$ cat config.mk
export PLATFORM = sky130hd
export DESIGN_NAME = ocm_split_guard
export DESIGN_NICKNAME = d
export VERILOG_FILES = /design/src/rtl/ocm_split_pkg.sv /design/src/rtl/ocm_bound_reg.sv /design/src/rtl/ocm_region_decode.sv /design/src/rtl/ocm_access_gate.sv /design/src/rtl/ocm_split_guard.sv
export SDC_FILE = /design/constraint.sdc
export NUM_CORES = 1
export LEC_CHECK = 0
export ABC_AREA = 0
export BUFFER_PORTS_ARGS = -buffer_cell sky130_fd_sc_hd__buf_2
export CAP_MARGIN = 20
export CORE_MARGIN = 2
export CORE_UTILIZATION = 36
export CTS_CLUSTER_DIAMETER = 150
export DETAILED_ROUTE_END_ITERATION = 6
export PLACE_DENSITY = 0.82
export SYNTH_ARGS = -nofsm -noshare
export SYNTH_HDL_FRONTEND = slang
export SYNTH_HIERARCHICAL = 1
export SYNTH_SLANG_ARGS = --single-unit
$ cat constraint.sdc
create_clock -name clk_i -period 2.9 [get_ports clk_i]
set_input_delay 0.58 -clock clk_i [delete_from_list [all_inputs] [get_ports clk_i]]
set_output_delay 0.58 -clock clk_i [all_outputs]
set_load 0.1 [all_outputs]
$ cat src/rtl/ocm_split_pkg.sv
package ocm_split_pkg;

  typedef struct packed {
    logic valid;
    logic write;
    logic nonsec;
  } req_attr_t;

  typedef enum logic [1:0] {
    ACC_IDLE  = 2'd0,
    ACC_PASS  = 2'd1,
    ACC_BLOCK = 2'd2
  } acc_kind_e;

endpackage

$ cat src/rtl/ocm_bound_reg.sv
module ocm_bound_reg #(
  parameter int BND_W       = 10,
  parameter int RESET_BOUND = 512
) (
  input  logic             clk_i,
  input  logic             rst_ni,
  input  logic             we_i,
  input  logic [BND_W-1:0] val_i,
  output logic [BND_W-1:0] bound_o
);

  localparam logic [BND_W-1:0] RST_VAL = BND_W'(RESET_BOUND);

  logic [BND_W-1:0] bound_q;

  always_ff @(posedge clk_i or negedge rst_ni) begin
    if (!rst_ni)    bound_q <= RST_VAL;
    else if (we_i)  bound_q <= val_i;
  end

  assign bound_o = bound_q;

  p_hold_r7: assert property (@(posedge clk_i) disable iff (!rst_ni)
    !we_i |=> $stable(bound_q));

  p_load_r7: assert property (@(posedge clk_i) disable iff (!rst_ni)
    we_i |=> bound_q == $past(val_i));

endmodule

$ cat src/rtl/ocm_region_decode.sv
module ocm_region_decode
  import ocm_split_pkg::*;
#(
  parameter int PAGE_W = 9,
  parameter int BND_W  = PAGE_W + 1
) (
  input  logic [PAGE_W-1:0] page_i,
  input  logic [BND_W-1:0]  bound_i,
  input  req_attr_t         attr_i,
  output logic              in_secure_o,
  output acc_kind_e         kind_o
);

  // zero-extended page index vs. page-count boundary: below = secure part
  assign in_secure_o = {1'b0, page_i} < bound_i;

  always_comb begin
    if (!attr_i.valid)                     kind_o = ACC_IDLE;
    else if (attr_i.nonsec && in_secure_o) kind_o = ACC_BLOCK;
    else                                   kind_o = ACC_PASS;
  end

endmodule

$ cat src/rtl/ocm_access_gate.sv
module ocm_access_gate
  import ocm_split_pkg::*;
#(
  parameter int ADDR_W       = 21,
  parameter int DATA_W       = 32,
  parameter bit MASK_BLOCKED = 1'b1
) (
  input  logic              clk_i,
  input  logic              rst_ni,
  input  acc_kind_e         kind_i,
  input  logic              write_i,
  input  logic [ADDR_W-1:0] addr_i,
  input  logic [DATA_W-1:0] wdata_i,
  output logic              mem_cs_o,
  output logic              mem_we_o,
  output logic [ADDR_W-1:0] mem_addr_o,
  output logic [DATA_W-1:0] mem_wdata_o,
  output logic              err_o
);

  logic pass, block, err_q;

  assign pass     = (kind_i == ACC_PASS);
  assign block    = (kind_i == ACC_BLOCK);
  assign mem_cs_o = pass;
  assign mem_we_o = pass & write_i;

  generate
    if (MASK_BLOCKED) begin : g_mask
      assign mem_addr_o  = block ? '0 : addr_i;
      assign mem_wdata_o = block ? '0 : wdata_i;
    end else begin : g_thru
      assign mem_addr_o  = addr_i;
      assign mem_wdata_o = wdata_i;
    end
  endgenerate

  always_ff @(posedge clk_i or negedge rst_ni) begin
    if (!rst_ni) err_q <= 1'b0;
    else         err_q <= block;
  end

  assign err_o = err_q;

  p_block_no_cs_r3: assert property (@(posedge clk_i) disable iff (!rst_ni)
    block |-> !mem_cs_o && !mem_we_o);

  p_err_follows_r3: assert property (@(posedge clk_i) disable iff (!rst_ni)
    block |=> err_o);

  p_err_cause_r8: assert property (@(posedge clk_i) disable iff (!rst_ni)
    !block |=> !err_o);

endmodule

$ cat src/rtl/ocm_split_guard.sv
module ocm_split_guard
  import ocm_split_pkg::*;
#(
  parameter int ADDR_W       = 21,
  parameter int DATA_W       = 32,
  parameter int PAGE_SHIFT   = 12,
  parameter int RESET_BOUND  = 1 << (ADDR_W - PAGE_SHIFT),
  parameter bit MASK_BLOCKED = 1'b1,
  localparam int PAGE_W      = ADDR_W - PAGE_SHIFT,
  localparam int BND_W       = PAGE_W + 1
) (
  input  logic              clk_i,
  input  logic              rst_ni,
  input  logic              cfg_we_i,
  input  logic [BND_W-1:0]  cfg_bound_i,
  input  logic              req_valid_i,
  input  logic              req_write_i,
  input  logic              req_nonsec_i,
  input  logic [ADDR_W-1:0] req_addr_i,
  input  logic [DATA_W-1:0] req_wdata_i,
  output logic              mem_cs_o,
  output logic              mem_we_o,
  output logic [ADDR_W-1:0] mem_addr_o,
  output logic [DATA_W-1:0] mem_wdata_o,
  output logic              err_o
);

  localparam int PAGES = 1 << PAGE_W;

  logic [BND_W-1:0] bound;
  logic             in_secure;
  req_attr_t        attr;
  acc_kind_e        kind;

  assign attr = '{valid: req_valid_i, write: req_write_i, nonsec: req_nonsec_i};

  ocm_bound_reg #(
    .BND_W       (BND_W),
    .RESET_BOUND (RESET_BOUND)
  ) u_bound (
    .clk_i   (clk_i),
    .rst_ni  (rst_ni),
    .we_i    (cfg_we_i),
    .val_i   (cfg_bound_i),
    .bound_o (bound)
  );

  ocm_region_decode #(
    .PAGE_W (PAGE_W),
    .BND_W  (BND_W)
  ) u_decode (
    .page_i      (req_addr_i[ADDR_W-1:PAGE_SHIFT]),
    .bound_i     (bound),
    .attr_i      (attr),
    .in_secure_o (in_secure),
    .kind_o      (kind)
  );

  ocm_access_gate #(
    .ADDR_W       (ADDR_W),
    .DATA_W       (DATA_W),
    .MASK_BLOCKED (MASK_BLOCKED)
  ) u_gate (
    .clk_i       (clk_i),
    .rst_ni      (rst_ni),
    .kind_i      (kind),
    .write_i     (req_write_i),
    .addr_i      (req_addr_i),
    .wdata_i     (req_wdata_i),
    .mem_cs_o    (mem_cs_o),
    .mem_we_o    (mem_we_o),
    .mem_addr_o  (mem_addr_o),
    .mem_wdata_o (mem_wdata_o),
    .err_o       (err_o)
  );

  p_secure_pass_r2: assert property (@(posedge clk_i) disable iff (!rst_ni)
    req_valid_i && !req_nonsec_i |-> mem_cs_o && mem_addr_o == req_addr_i);

  p_idle_no_cs_r8: assert property (@(posedge clk_i) disable iff (!rst_ni)
    !req_valid_i |-> !mem_cs_o);

  p_zero_bound_r5: assert property (@(posedge clk_i) disable iff (!rst_ni)
    bound == '0 && req_valid_i |-> mem_cs_o);

  p_full_bound_r6: assert property (@(posedge clk_i) disable iff (!rst_ni)
    bound >= BND_W'(PAGES) && req_valid_i && req_nonsec_i |-> !mem_cs_o);

endmodule

# Word-level counts from Yosys, hierarchy flattened
# Cells that the tools add are included.
[word_totals]
register_bits = 11
inputBits = 69
output_inout_bits = 56
elab_cells = 11
[op_classes]
magnitude_cmp = 1
n_eq_ne = 2
mux = 4
bitwise_logic = 1
n_reduce_logical = 1
[ops]
columns = ["op", "n"]
rows = [
  ["$mux 32", 1],
  ["$mux 21", 1],
  ["$lt 9x10->1", 1],
  ["$mux 2", 2],
  ["$eq 2x1->1 const B", 1],
  ["$eq 2x2->1 const B", 1],
  ["$and 1x1->1", 1],
  ["$logic_and 1x1->1", 1],
]

# Depth between registers and ports, before layout
# Gate-level depths: netlist of run 1.
[logic_depth]
depth_word = 6
depth_mapped = 8
depth_no_buf = 7

# Hierarchy
# Netlist of run 1, hierarchy kept.
[modules_own_cells]
columns = ["mod", "instances", "cells_per_inst", "area_each_um2", "seq_area_each_um2"]
rows = [
  ["ocm_access_gate", 1, 63, 545.5, 25.0],
  ["ocm_bound_reg", 1, 21, 412.9, 251.5],
  ["ocm_region_decode", 1, 35, 264.0, 0.0],
]

# Worst setup path after synthesis of run 1
# No wires, ideal clock.
[synth_path]
kind = "in2out"
startpoint = "input port req_addr_i[20]"
endpoint = "output port mem_we_o"
t_arrival_ns = 3.654
t_required_ns = 2.320
path_slack_ns = -1.334
cell_stages = 6
path_buffers = 0
cell_sequence = "ha_1 -> and4b_4 -> and2_1 -> a221o_1 -> nor2b_1 -> and2_1"
[synth_via]
elab_chain_cells = 6
[synth_rtl]
columns = ["item", "line_no", "source"]
rows = [
  ["start, declared", "ocm_split_guard.sv:19", "input logic [ADDR_W-1:0] req_addr_i,"],
  ["$lt 9x10->1", "ocm_region_decode.sv:15", "assign in_secure_o = {1'b0, page_i} < bound_i;"],
  ["$logic_and 1x1->1", "ocm_region_decode.sv:19", "else if (attr_i.nonsec && in_secure_o) kind_o = ACC_BLOCK;"],
  ["$mux 2", "ocm_region_decode.sv:19", ""],
  ["$mux 2", "ocm_region_decode.sv:18", "if (!attr_i.valid) kind_o = ACC_IDLE;"],
  ["named net kind[0]", "ocm_split_guard.sv:33", "acc_kind_e kind;"],
  ["$eq 2x1->1", "ocm_access_gate.sv:23", "assign pass = (kind_i == ACC_PASS);"],
  ["named net mem_cs_o", "ocm_split_guard.sv:21", "output logic mem_cs_o,"],
  ["$and 1x1->1", "ocm_access_gate.sv:26", "assign mem_we_o = pass & write_i;"],
  ["end, declared", "ocm_split_guard.sv:22", "output logic mem_we_o,"],
]
# The timed path passes the listed nets, and every way through them passes these cells.

# Worst setup path after layout of run 1
[layout_path]
startpoint = "register u_bound.bound_q[2], in the netlist u_bound/bound_o[2]"
endpoint = "output port mem_wdata_o[5]"
[layout_via]
elab_chain_cells = 6
[layout_rtl]
columns = ["item", "line_no", "source"]
rows = [
  ["start, declared", "ocm_bound_reg.sv:14", "logic [BND_W-1:0] bound_q;"],
  ["start signal, assigned", "ocm_bound_reg.sv:18", "else if (we_i) bound_q <= val_i;"],
  ["$lt 9x10->1", "ocm_region_decode.sv:15", ""],
  ["$logic_and 1x1->1", "ocm_region_decode.sv:19", ""],
  ["$mux 2", "ocm_region_decode.sv:19", ""],
  ["$mux 2", "ocm_region_decode.sv:18", ""],
  ["named net kind[0]", "ocm_split_guard.sv:33", ""],
  ["$eq 2x2->1", "ocm_access_gate.sv:24", "assign block = (kind_i == ACC_BLOCK);"],
  ["$mux 32", "ocm_access_gate.sv:31", "assign mem_wdata_o = block ? '0 : wdata_i;"],
  ["end, declared", "ocm_split_guard.sv:24", "output logic [DATA_W-1:0] mem_wdata_o,"],
]
# The timed path passes the listed nets, and every way through them passes these cells.

==> flow_summary_export.csv, run 1 <==
group,metric,value,unit
timing,fin_hold_ws,0.172,ns
timing,max_slew_margin,0.674,
routing,vias,1438,
worst_setup_path,worst_setup_path_end_kind,"output pin",
clocking,cts_sinks,11,
job,maxCapViolations,0,
clocking,clk_latency,0.26,ns
die,core,0.00328,sq mm
grt,grt_pass1_vias,1380,
status,outcome,"finished with violations",
timing,layout_min_cycle_time,2.97,ns
timing,rsz0062_at_grt,"yes",
worst_setup_path,reg2reg_depth,8,
worst_setup_path,arrival,2.39,ns
grt,grt_start_max_net_pins,34,
routing,via_per_inst,4.78,
clocking,cts.clk_slew.worst_paths,0.06,ns
routing,drt_wl_total,5840,um
clocking,cts_hold_buffers,0,
timing,drv_slew,0,
worst_setup_path,critPathCapture,"mem_wdata_o[5]",
routing,drtPass1Iterations,4,
placed_design,dpl.hpwl,2650,um
grt,overflow,0,
synth,netlist_instances,118,
clocking,root_buffer,"clkbuf_4",
routing,wl_per_cell,19.4,um
synth,synth_area,0.00122,sq mm
die,io_pins,125,
power,peakVddDrop,0.365,mV
power,power_density,463,mW/mm^2
timing,layout_setup_ws,-0.0704,ns
worst_setup_path,regToRegEndpoint,"u_gate/err_o",
status,violations,"negative setup slack",
timing,skew,0.00262,ns
worst_setup_path,startpoint_type,"register",
synth,synthesis.nets,195,
worst_setup_path,critPathRequiredTime,2.32,ns
power,total_power,1.39,mW
timing,period_share,1.02,
timing,worst_pin_slew,0.493,ns
worst_setup_path,critPathKind,"reg2out",
finish,diodes,0,
worst_hold_path,min_path_type,"in2async",
die,fp.dieH,62.2,um
finish,fin_nets,333,
placed_design,dp_slack,-0.178,ns
placed_design,io_buffer_count,124,
worst_setup_path,r2r_start,"u_bound/bound_o[2]",
power,p_leak,1.53,nW
routing,final_antenna_net_count,0,
clocking,clk_path_buf_depth,2,
timing,hold_viol,0,
worst_setup_path,worstSetupStartpoint,"u_bound/bound_o[2]",
finish,drive_above_1_share,0.894,
timing,fin_tns_setup,-1.67,ns
die,dieArea,0.00386,sq mm
synth,synth_warnings,6,
timing,setup_viol,49,
grt,grt_pass1_wl,6180,um
worst_setup_path,ff2ff_setup_slack,1.02,ns
worst_setup_path,cp_max_fo,8,
routing,drc,0,
clocking,cts_tree,"done",
synth,avgSynthCellArea,10.3,sq um
die,fp.dieW,62.2,um
placed_design,gp_congestion,0.707,
grt,antenna_found_initial,0,
routing,drtIter0Drc,37,
timing,timing.fmax,337,MHz
clocking,h-tree-depth,1,
die,rows,21,
grt,grt_use_total,0.195,
finish,area_growth,146,%
finish,fin_util,0.911,
die,start_util,0.371,
clocking,cts_buffers,3,
==> critical path, stage by stage (launching register included) <==
cell	delay, ns
dfrtp_1	0.38
inv_1	0.08
ha_1	0.30
nand4_1	0.10
o221ai_2	0.13
a221o_1	0.35
nand2b_4	0.23
clkbuf_16	0.21
and2_4	0.17
buf_12	0.16
==> metal layers <==
layer / GRT usage / up-vias / routed length (um)
met5: 0 / - / 0
met4: 0.0556 / 0 / 183
met3: 0.0435 / 14 / 353
met2: 0.395 / 78 / 3430
met1: 0.194 / 688 / 1880
li1: - / 658 / -
==> worst min path at each step <==
stage,startpoint,to
floorplan,rst_ni,u_bound/bound_o[0]
global placement,rst_ni,u_bound/bound_o[7]
detailed placement,rst_ni,u_bound/bound_o[5]
CTS,rst_ni,u_bound/bound_o[5]
global route,rst_ni,u_bound/bound_o[0]
finish,rst_ni,u_bound/bound_o[2]
==> cell type report <==
class                   instances  area, sq um
fillers                       135          292
inverters                      10         37.5
well taps                      46         57.6
multi-input cells              91          976
repair buffers                139         1620
clock buffers                   4         26.3
flip-flops and latches         11          277
==> timing repair <==
item,in CTS,in global routing
gates cloned,1,4
gates resized for setup,130,118
hold endpoints to repair,0,0
pin swaps,0,31
setup buffers,1,3
setup endpoints to repair,54,54
==> through the flow <==
| stage | area [sq um] | std cells |
|---|---|---|
| 3_3_place_gp | 1910 | 288 |
| 3_5_place_dp | 1910 | 288 |
| 6_report | 2990 | 301 |
| 5_1_grt | 2990 | 301 |
| 4_1_cts | 2400 | 294 |
| 2_1_floorplan | 1240 | 118 |
==> power breakdown <==
group / switching (mW) / leakage (nW) / total [mW] / internal, mW
sequential: 0.0126 / 0.129 / 0.182 / 0.170
combinational: 0.663 / 1.39 / 1.11 / 0.443
clock: 0.0455 / 0.0150 / 0.0986 / 0.0531
==> placed cells by master, fill, tap and decap left out, types with 3 or more instances in the layout <==
| cell type | instances |
|---|---|
| buf_6 | 4 |
| and2_4 | 54 |
| clkbuf_16 | 3 |
| buf_4 | 8 |
| a21oi_1 | 3 |
| clkbuf_4 | 4 |
| inv_2 | 5 |
| mux2_4 | 10 |
| dfrtp_1 | 10 |
| a21oi_2 | 3 |
| buf_12 | 53 |
| inv_1 | 5 |
| ha_4 | 7 |
| buf_2 | 68 |
==> state kept, by name (all words and copies together) (netlist names) <==
signal           flops
u_bound/bound_o     10
u_gate/err_o         1
(Power assumes the default switching activity.)
==> run 2, diff against run 1 <==
--- a/config.mk
+++ b/config.mk
@@ -8,11 +8,12 @@
 export ABC_AREA = 0
 export BUFFER_PORTS_ARGS = -buffer_cell sky130_fd_sc_hd__buf_2
 export CAP_MARGIN = 20
+export CORE_ASPECT_RATIO = 0.9
 export CORE_MARGIN = 2
 export CORE_UTILIZATION = 36
-export CTS_CLUSTER_DIAMETER = 150
 export DETAILED_ROUTE_END_ITERATION = 6
 export PLACE_DENSITY = 0.82
+export SLEW_MARGIN = 15
 export SYNTH_ARGS = -nofsm -noshare
 export SYNTH_HDL_FRONTEND = slang
 export SYNTH_HIERARCHICAL = 1
==> flow_summary_export.csv, run 2 (synthesized netlist as in run 1, its figures left out) <==
group,metric,value,unit
routing,final_antenna_net_count,0,
clocking,clk_path_buf_depth,2,
power,p_sw,0.813,mW
grt,overflow,0,
placed_design,placed_cell_area,0.00250,sq mm
timing,fin_hold_ws,0.187,ns
clocking,root_buffer,"clkbuf_8",
worst_hold_path,min_path_type,"in2async",
placed_design,gp_congestion,0.752,
clocking,cts.clk_slew.worst_paths,0.06,ns
timing,hold_viol,0,
timing,worst_pin_slew,0.488,ns
clocking,cts_buffers,3,
die,io_pins,125,
finish,post-route-cell-area,0.00319,sq mm
timing,setup_viol,55,
placed_design,dpl.hpwl,3430,um
routing,via_per_inst,5.60,
timing,layout_setup_ws,-0.305,ns
power,intPower,0.748,mW
timing,timing.fmax,312,MHz
power,p_seq_frac,0.119,
clocking,h-tree-depth,1,
routing,drc,0,
job,maxCapViolations,0,
status,violations,"negative setup slack",
power,peakVddDrop,0.452,mV
clocking,cts_tree,"done",
finish,fin_nets,347,
power,clkPwrFrac,0.114,
die,start_util,0.369,
grt,antenna_found_initial,0,
worst_setup_path,cp_max_fo,8,
routing,drt_wl_total,8970,um
clocking,cts_sinks,11,
timing,period_share,1.11,
placed_design,dp_slack,-0.251,ns
routing,drtPass1Iterations,4,
timing,max_slew_margin,0.677,
timing,rsz0062_at_grt,"yes",
power,switching_share,0.521,
finish,area_growth,162,%
routing,drtIter0Drc,100,
routing,vias,1759,
routing,wl_per_cell,28.6,um
power,p_leak,1.61,nW
grt,grt_start_max_net_pins,12,
power,power_density,489,mW/mm^2
timing,skew,0.00368,ns
finish,final_cells,314,
worst_setup_path,critPathRequiredTime,2.32,ns
die,dieArea,0.00386,sq mm
finish,final_common_cell,"buf_2",
timing,fin_tns_setup,-12.75,ns
power,power_frac_comb,0.767,
worst_setup_path,startpoint_type,"register",
die,fp.dieW,65.3,um
placed_design,post-place-cells,290,
worst_setup_path,critPathKind,"reg2out",
grt,grt_use_total,0.341,
worst_setup_path,worst_setup_path_end_kind,"output pin",
clocking,clk_latency,0.26,ns
finish,largest_register_ffs,10,
worst_setup_path,arrival,2.63,ns
status,outcome,"finished with violations",
grt,grt_pass1_wl,9490,um
placed_design,io_buffer_count,124,
die,fp.dieH,59.2,um
timing,drv_slew,0,
finish,fillers,58,
timing,layout_min_cycle_time,3.21,ns
grt,grt_pass1_vias,1681,
finish,drive_above_1_share,0.911,
finish,layout_common_cells,"64 x buf_2, 54 x buf_12, 53 x and2_4",
die,rows,20,
die,core,0.00330,sq mm
run 2: cell types whose count changed in the layout (fill, tap and decap cells not counted), sizes merged:
cell / before / now
clkbuf: 8 / 5
buf: 135 / 148
nand2b: 3 / 7
diode: 0 / 1
run 2: routing by layer:
metal	global-route usage	vias up	share of wire
met4	0.143	0	0.081
met5	0	-	0
met2	0.637	185	0.50
li1	-	686	-
met1	0.358	821	0.33
met3	0.101	67	0.091
run 2: worst max-delay path, stage by stage, from the launching register on:
cell and delay, ns:
dfrtp_1 0.40, inv_2 0.12, ha_4 0.22, a21oi_2 0.16, o221ai_2 0.19, buf_4 0.18
a211oi_4 0.27, buf_4 0.22, nand2b_4 0.13, buf_6 0.15, and2_4 0.15, buf_12 0.16
run 2: final timing paths:
kind / startpoint / to / slack [ns] / cells past startpoint
worst max register to register: u_bound/bound_o[3] / u_gate/err_o / 0.73 / 10
worst min-delay path: rst_ni / u_bound/bound_o[1] / 0.19 / 1
worst min register to register: u_bound/bound_o[2] / u_bound/bound_o[2] / 0.55 / 1
worst max-delay path: u_bound/bound_o[3] / mem_addr_o[4] / -0.31 / 11
min in group clk_i: u_bound/bound_o[2] / u_bound/bound_o[2] / 0.55 / 1
max in group asynchronous: rst_ni / u_bound/bound_o[9] / 2.44 / 1
run 2: area by class of cell:
cell class | instances | area, sq um | area share
well taps | 44 | 55.1 | 0.0172
multi-input cells | 95 | 1060 | 0.332
diodes | 1 | 2.50 | 0.000784
inverters | 10 | 37.5 | 0.0118
repair buffers | 149 | 1720 | 0.538
clock buffers | 4 | 45.0 | 0.0141
flip-flops and latches | 11 | 277 | 0.0866
run 2: power groups by stage:
stage          Sequential (mW)  Combinational [mW]  Clock [mW]
2_1_floorplan            0.187               0.658           0
3_3_place_gp             0.182               0.939           0
3_5_place_dp             0.183               0.953           0
4_1_cts                  0.182                1.09       0.157
5_1_grt                  0.187                1.21       0.180
6_report                 0.186                1.20       0.177
run 2: repair_timing:
action                                  CTS  global route
hold endpoints to repair                  0             0
pin swaps                                18            51
buffers inserted                          7             7
cloned                                    5             1
resized for setup                       100            19
hold buffers                              0             0
endpoints found under the setup margin   54            55
run 2: stage by stage:
| step | util | power, mW |
|---|---|---|
| final | 0.966 | 1.56 |
| after global routing | 0.966 | 1.58 |
| after CTS | 0.919 | 1.43 |
| after detailed placement | 0.756 | 1.14 |
| after global placement | 0.756 | 1.12 |
| after floorplan | - | 0.845 |
==> run 3, diff against run 2 <==
--- a/config.mk
+++ b/config.mk
@@ -7,11 +7,11 @@
 export LEC_CHECK = 0
 export ABC_AREA = 0
 export BUFFER_PORTS_ARGS = -buffer_cell sky130_fd_sc_hd__buf_2
-export CAP_MARGIN = 20
 export CORE_ASPECT_RATIO = 0.9
-export CORE_MARGIN = 2
+export CORE_MARGIN = 1
 export CORE_UTILIZATION = 36
 export DETAILED_ROUTE_END_ITERATION = 6
+export MAX_ROUTING_LAYER = met4
 export PLACE_DENSITY = 0.82
 export SLEW_MARGIN = 15
 export SYNTH_ARGS = -nofsm -noshare
==> flow_summary_export.csv, run 3 <==
group,metric,value,unit
status,first-error,"[ERROR GRT-0232] Routing congestion too high. Check the congestion heatmap in the GUI.",
timing,worst_endpoint,"mem_wdata_o[5]",
clocking,cts_hold_buffers,0,
die,rows,19,
placed_design,io_buffer_count,124,
die,fp.dieW,63.3,um
synth,synth_area,0.00122,sq mm
placed_design,gp_congestion,0.814,
clocking,clk_path_buf_depth,2,
clocking,h-tree-depth,1,
clocking,cts_sinks,11,
clocking,cts_buffers,3,
status,outcome,"stopped before the end",
grt,overflow,85,
grt,grt_start_max_net_pins,22,
synth,netlist_instances,118,
clocking,root_buffer,"clkbuf_8",
placed_design,placed_cell_area,0.00195,sq mm
status,failing_step,"global routing (5_1_grt)",
synth,synth_warnings,6,
timing,worst-ep-kind,"top-level output",
synth,avgSynthCellArea,10.3,sq um
placed_design,dpl.hpwl,2800,um
synth,synthesis.nets,195,
die,io_pins,125,
grt,grt_use_total,0.717,
die,start_util,0.388,
die,fp.dieH,57.2,um
## run 3: per-layer routing
layer | GRT overflow | global-route usage
met1 | 0 | 0.685
met2 | 60 | 0.978
met3 | 0 | 0.330
met4 | 25 | 0.877
met5 | - | -
## run 3: what timing repair did
item | in CTS
pin swaps | 15
setup endpoints to repair | 54
cloned | 1
resized for setup | 242
setup buffers | 2
## run 3: per-stage QoR
stage | instances | hold slack, ns | setup slack (ns)
floorplan | 118 | 0.284 | -0.0206
global placement | 286 | 0.457 | -0.179
detailed placement | 286 | 0.458 | -0.195
CTS | 293 | 0.205 | 0.000250
==> run 4, diff against run 3 <==
--- a/config.mk
+++ b/config.mk
@@ -7,12 +7,10 @@
 export LEC_CHECK = 0
 export ABC_AREA = 0
 export BUFFER_PORTS_ARGS = -buffer_cell sky130_fd_sc_hd__buf_2
-export CORE_ASPECT_RATIO = 0.9
-export CORE_MARGIN = 1
-export CORE_UTILIZATION = 36
+export CORE_AREA = 2 2 63 65
 export DETAILED_ROUTE_END_ITERATION = 6
-export MAX_ROUTING_LAYER = met4
-export PLACE_DENSITY = 0.82
+export DIE_AREA = 0 0 65 67
+export PLACE_DENSITY_LB_ADDON = 0.15
 export SLEW_MARGIN = 15
 export SYNTH_ARGS = -nofsm -noshare
 export SYNTH_HDL_FRONTEND = slang
==> flow_summary_export.csv, run 4 (synthesized netlist as in run 1, its figures left out) <==
group,metric,value,unit
worst_setup_path,startpoint_type,"register",
grt,grt_pass1_vias,1413,
grt,grt_start_max_net_pins,23,
die,core,0.00361,sq mm
grt,antenna_found_initial,2,
clocking,cts_sinks,11,
timing,setup_viol,55,
power,total_power,1.49,mW
finish,fillers,156,
clocking,clk_latency,0.24,ns
grt,grt_pass1_wl,7710,um
power,peakVddDrop,0.461,mV
placed_design,dpl.hpwl,2850,um
worst_setup_path,critPathRequiredTime,2.32,ns
die,fp.dieH,67,um
job,maxCapViolations,0,
grt,grt_use_total,0.238,
timing,period_share,1.06,
die,start_util,0.338,
finish,drive_above_1_share,0.907,
timing,hold_viol,0,
timing,worst_pin_slew,0.494,ns
die,io_pins,125,
clocking,cts_tree,"done",
finish,layout_common_cells,"64 x buf_2, 53 x and2_4, 50 x buf_12",
clocking,cts_buffers,3,
clocking,h-tree-depth,1,
worst_setup_path,cp_max_fo,5,
routing,drtIter0Drc,74,
power,p_leak,1.58,nW
placed_design,io_buffer_count,124,
clocking,root_buffer,"clkbuf_8",
status,outcome,"finished with violations",
worst_hold_path,min_path_type,"in2async",
timing,drv_slew,0,
routing,final_antenna_net_count,0,
routing,drtPass1Iterations,4,
clocking,cts.clk_slew.worst_paths,0.05,ns
finish,area_growth,158,%
routing,via_per_inst,4.86,
routing,drt_wl_total,7030,um
placed_design,gp_congestion,0.761,
routing,wl_per_cell,22.8,um
worst_setup_path,arrival,2.48,ns
finish,fin_nets,337,
die,fp.dieW,65,um
status,violations,"negative setup slack",
worst_setup_path,critPathKind,"reg2out",
die,rows,22,
timing,layout_setup_ws,-0.164,ns
finish,largest_register_ffs,10,
routing,drc,0,
timing,skew,0.00546,ns
worst_setup_path,worst_setup_path_end_kind,"output pin",
die,dieArea,0.00436,sq mm
clocking,clk_path_buf_depth,2,
routing,vias,1503,
grt,overflow,0,
timing,timing.fmax,326,MHz
timing,layout_min_cycle_time,3.06,ns
timing,max_slew_margin,0.673,
placed_design,dp_slack,-0.204,ns
finish,final_common_cell,"buf_2",
timing,fin_tns_setup,-7.11,ns
timing,fin_hold_ws,0.191,ns
clocking,cts_hold_buffers,0,
timing,rsz0062_at_grt,"yes",
power,power_density,472,mW/mm^2
finish,fin_util,0.872,
[run 4: what timing repair did]
action                                  in CTS  in global routing
buffers inserted                             2                  4
resized for setup                          221                 39
endpoints found under the setup margin      54                 54
pin swaps                                    9                 12
gates cloned                                 3                  5
[run 4: area by class of cell]
type | instances | area [sq um] | share of cell area
flip-flops and latches | 11 | 277 | 0.0879
multi-input cells | 92 | 1020 | 0.326
inverters | 10 | 37.5 | 0.0119
clock buffers | 3 | 41.3 | 0.0131
diodes | 2 | 5.00 | 0.00159
repair buffers | 142 | 1690 | 0.539
well taps | 48 | 60.1 | 0.0191
clock inverters | 1 | 5.00 | 0.00159
[run 4: stage by stage]
| stage | cell area (sq um) | cells |
|---|---|---|
| 2_1_floorplan | 1240 | 118 |
| 3_3_place_gp | 1910 | 289 |
| 3_5_place_dp | 1910 | 289 |
| 4_1_cts | 2870 | 298 |
| 5_1_grt | 3140 | 309 |
| 6_report | 3140 | 309 |
[run 4: per-layer routing]
metal / part of all wire / vias to the layer above / wire length, um / GRT usage
met2: 0.51 / 101 / 3570 / 0.466
met1: 0.35 / 709 / 2480 / 0.250
met4: 0.055 / 0 / 386 / 0.0745
li1: - / 665 / - / -
met3: 0.085 / 28 / 599 / 0.0541
met5: 0 / - / 0 / 0
[run 4: worst paths after layout]
kind,slack [ns],startpoint,end,depth (start not counted)
worst min register to register,0.51,u_bound/bound_o[1],u_bound/bound_o[1],1
worst max register to register,0.79,u_bound/bound_o[3],u_gate/err_o,9
worst max-delay path,-0.16,u_bound/bound_o[3],mem_wdata_o[25],9
min in group clk_i,0.51,u_bound/bound_o[1],u_bound/bound_o[1],1
worst min-delay path,0.19,rst_ni,u_bound/bound_o[4],1
max in group asynchronous,2.45,rst_ni,u_bound/bound_o[9],1
[run 4: critical path, cell delays in order, from the launching register on]
cell,delay [ns]
dfrtp_1,0.39
inv_2,0.09
ha_4,0.21
a21oi_2,0.17
o221ai_2,0.17
a221o_1,0.43
nand2b_4,0.24
buf_6,0.17
and2_2,0.20
buf_8,0.17
[run 4: where the power goes]
part	internal, mW	switching, mW	total, mW
logic	0.463	0.689	1.15
registers	0.170	0.0109	0.181
clock network	0.0944	0.0584	0.153
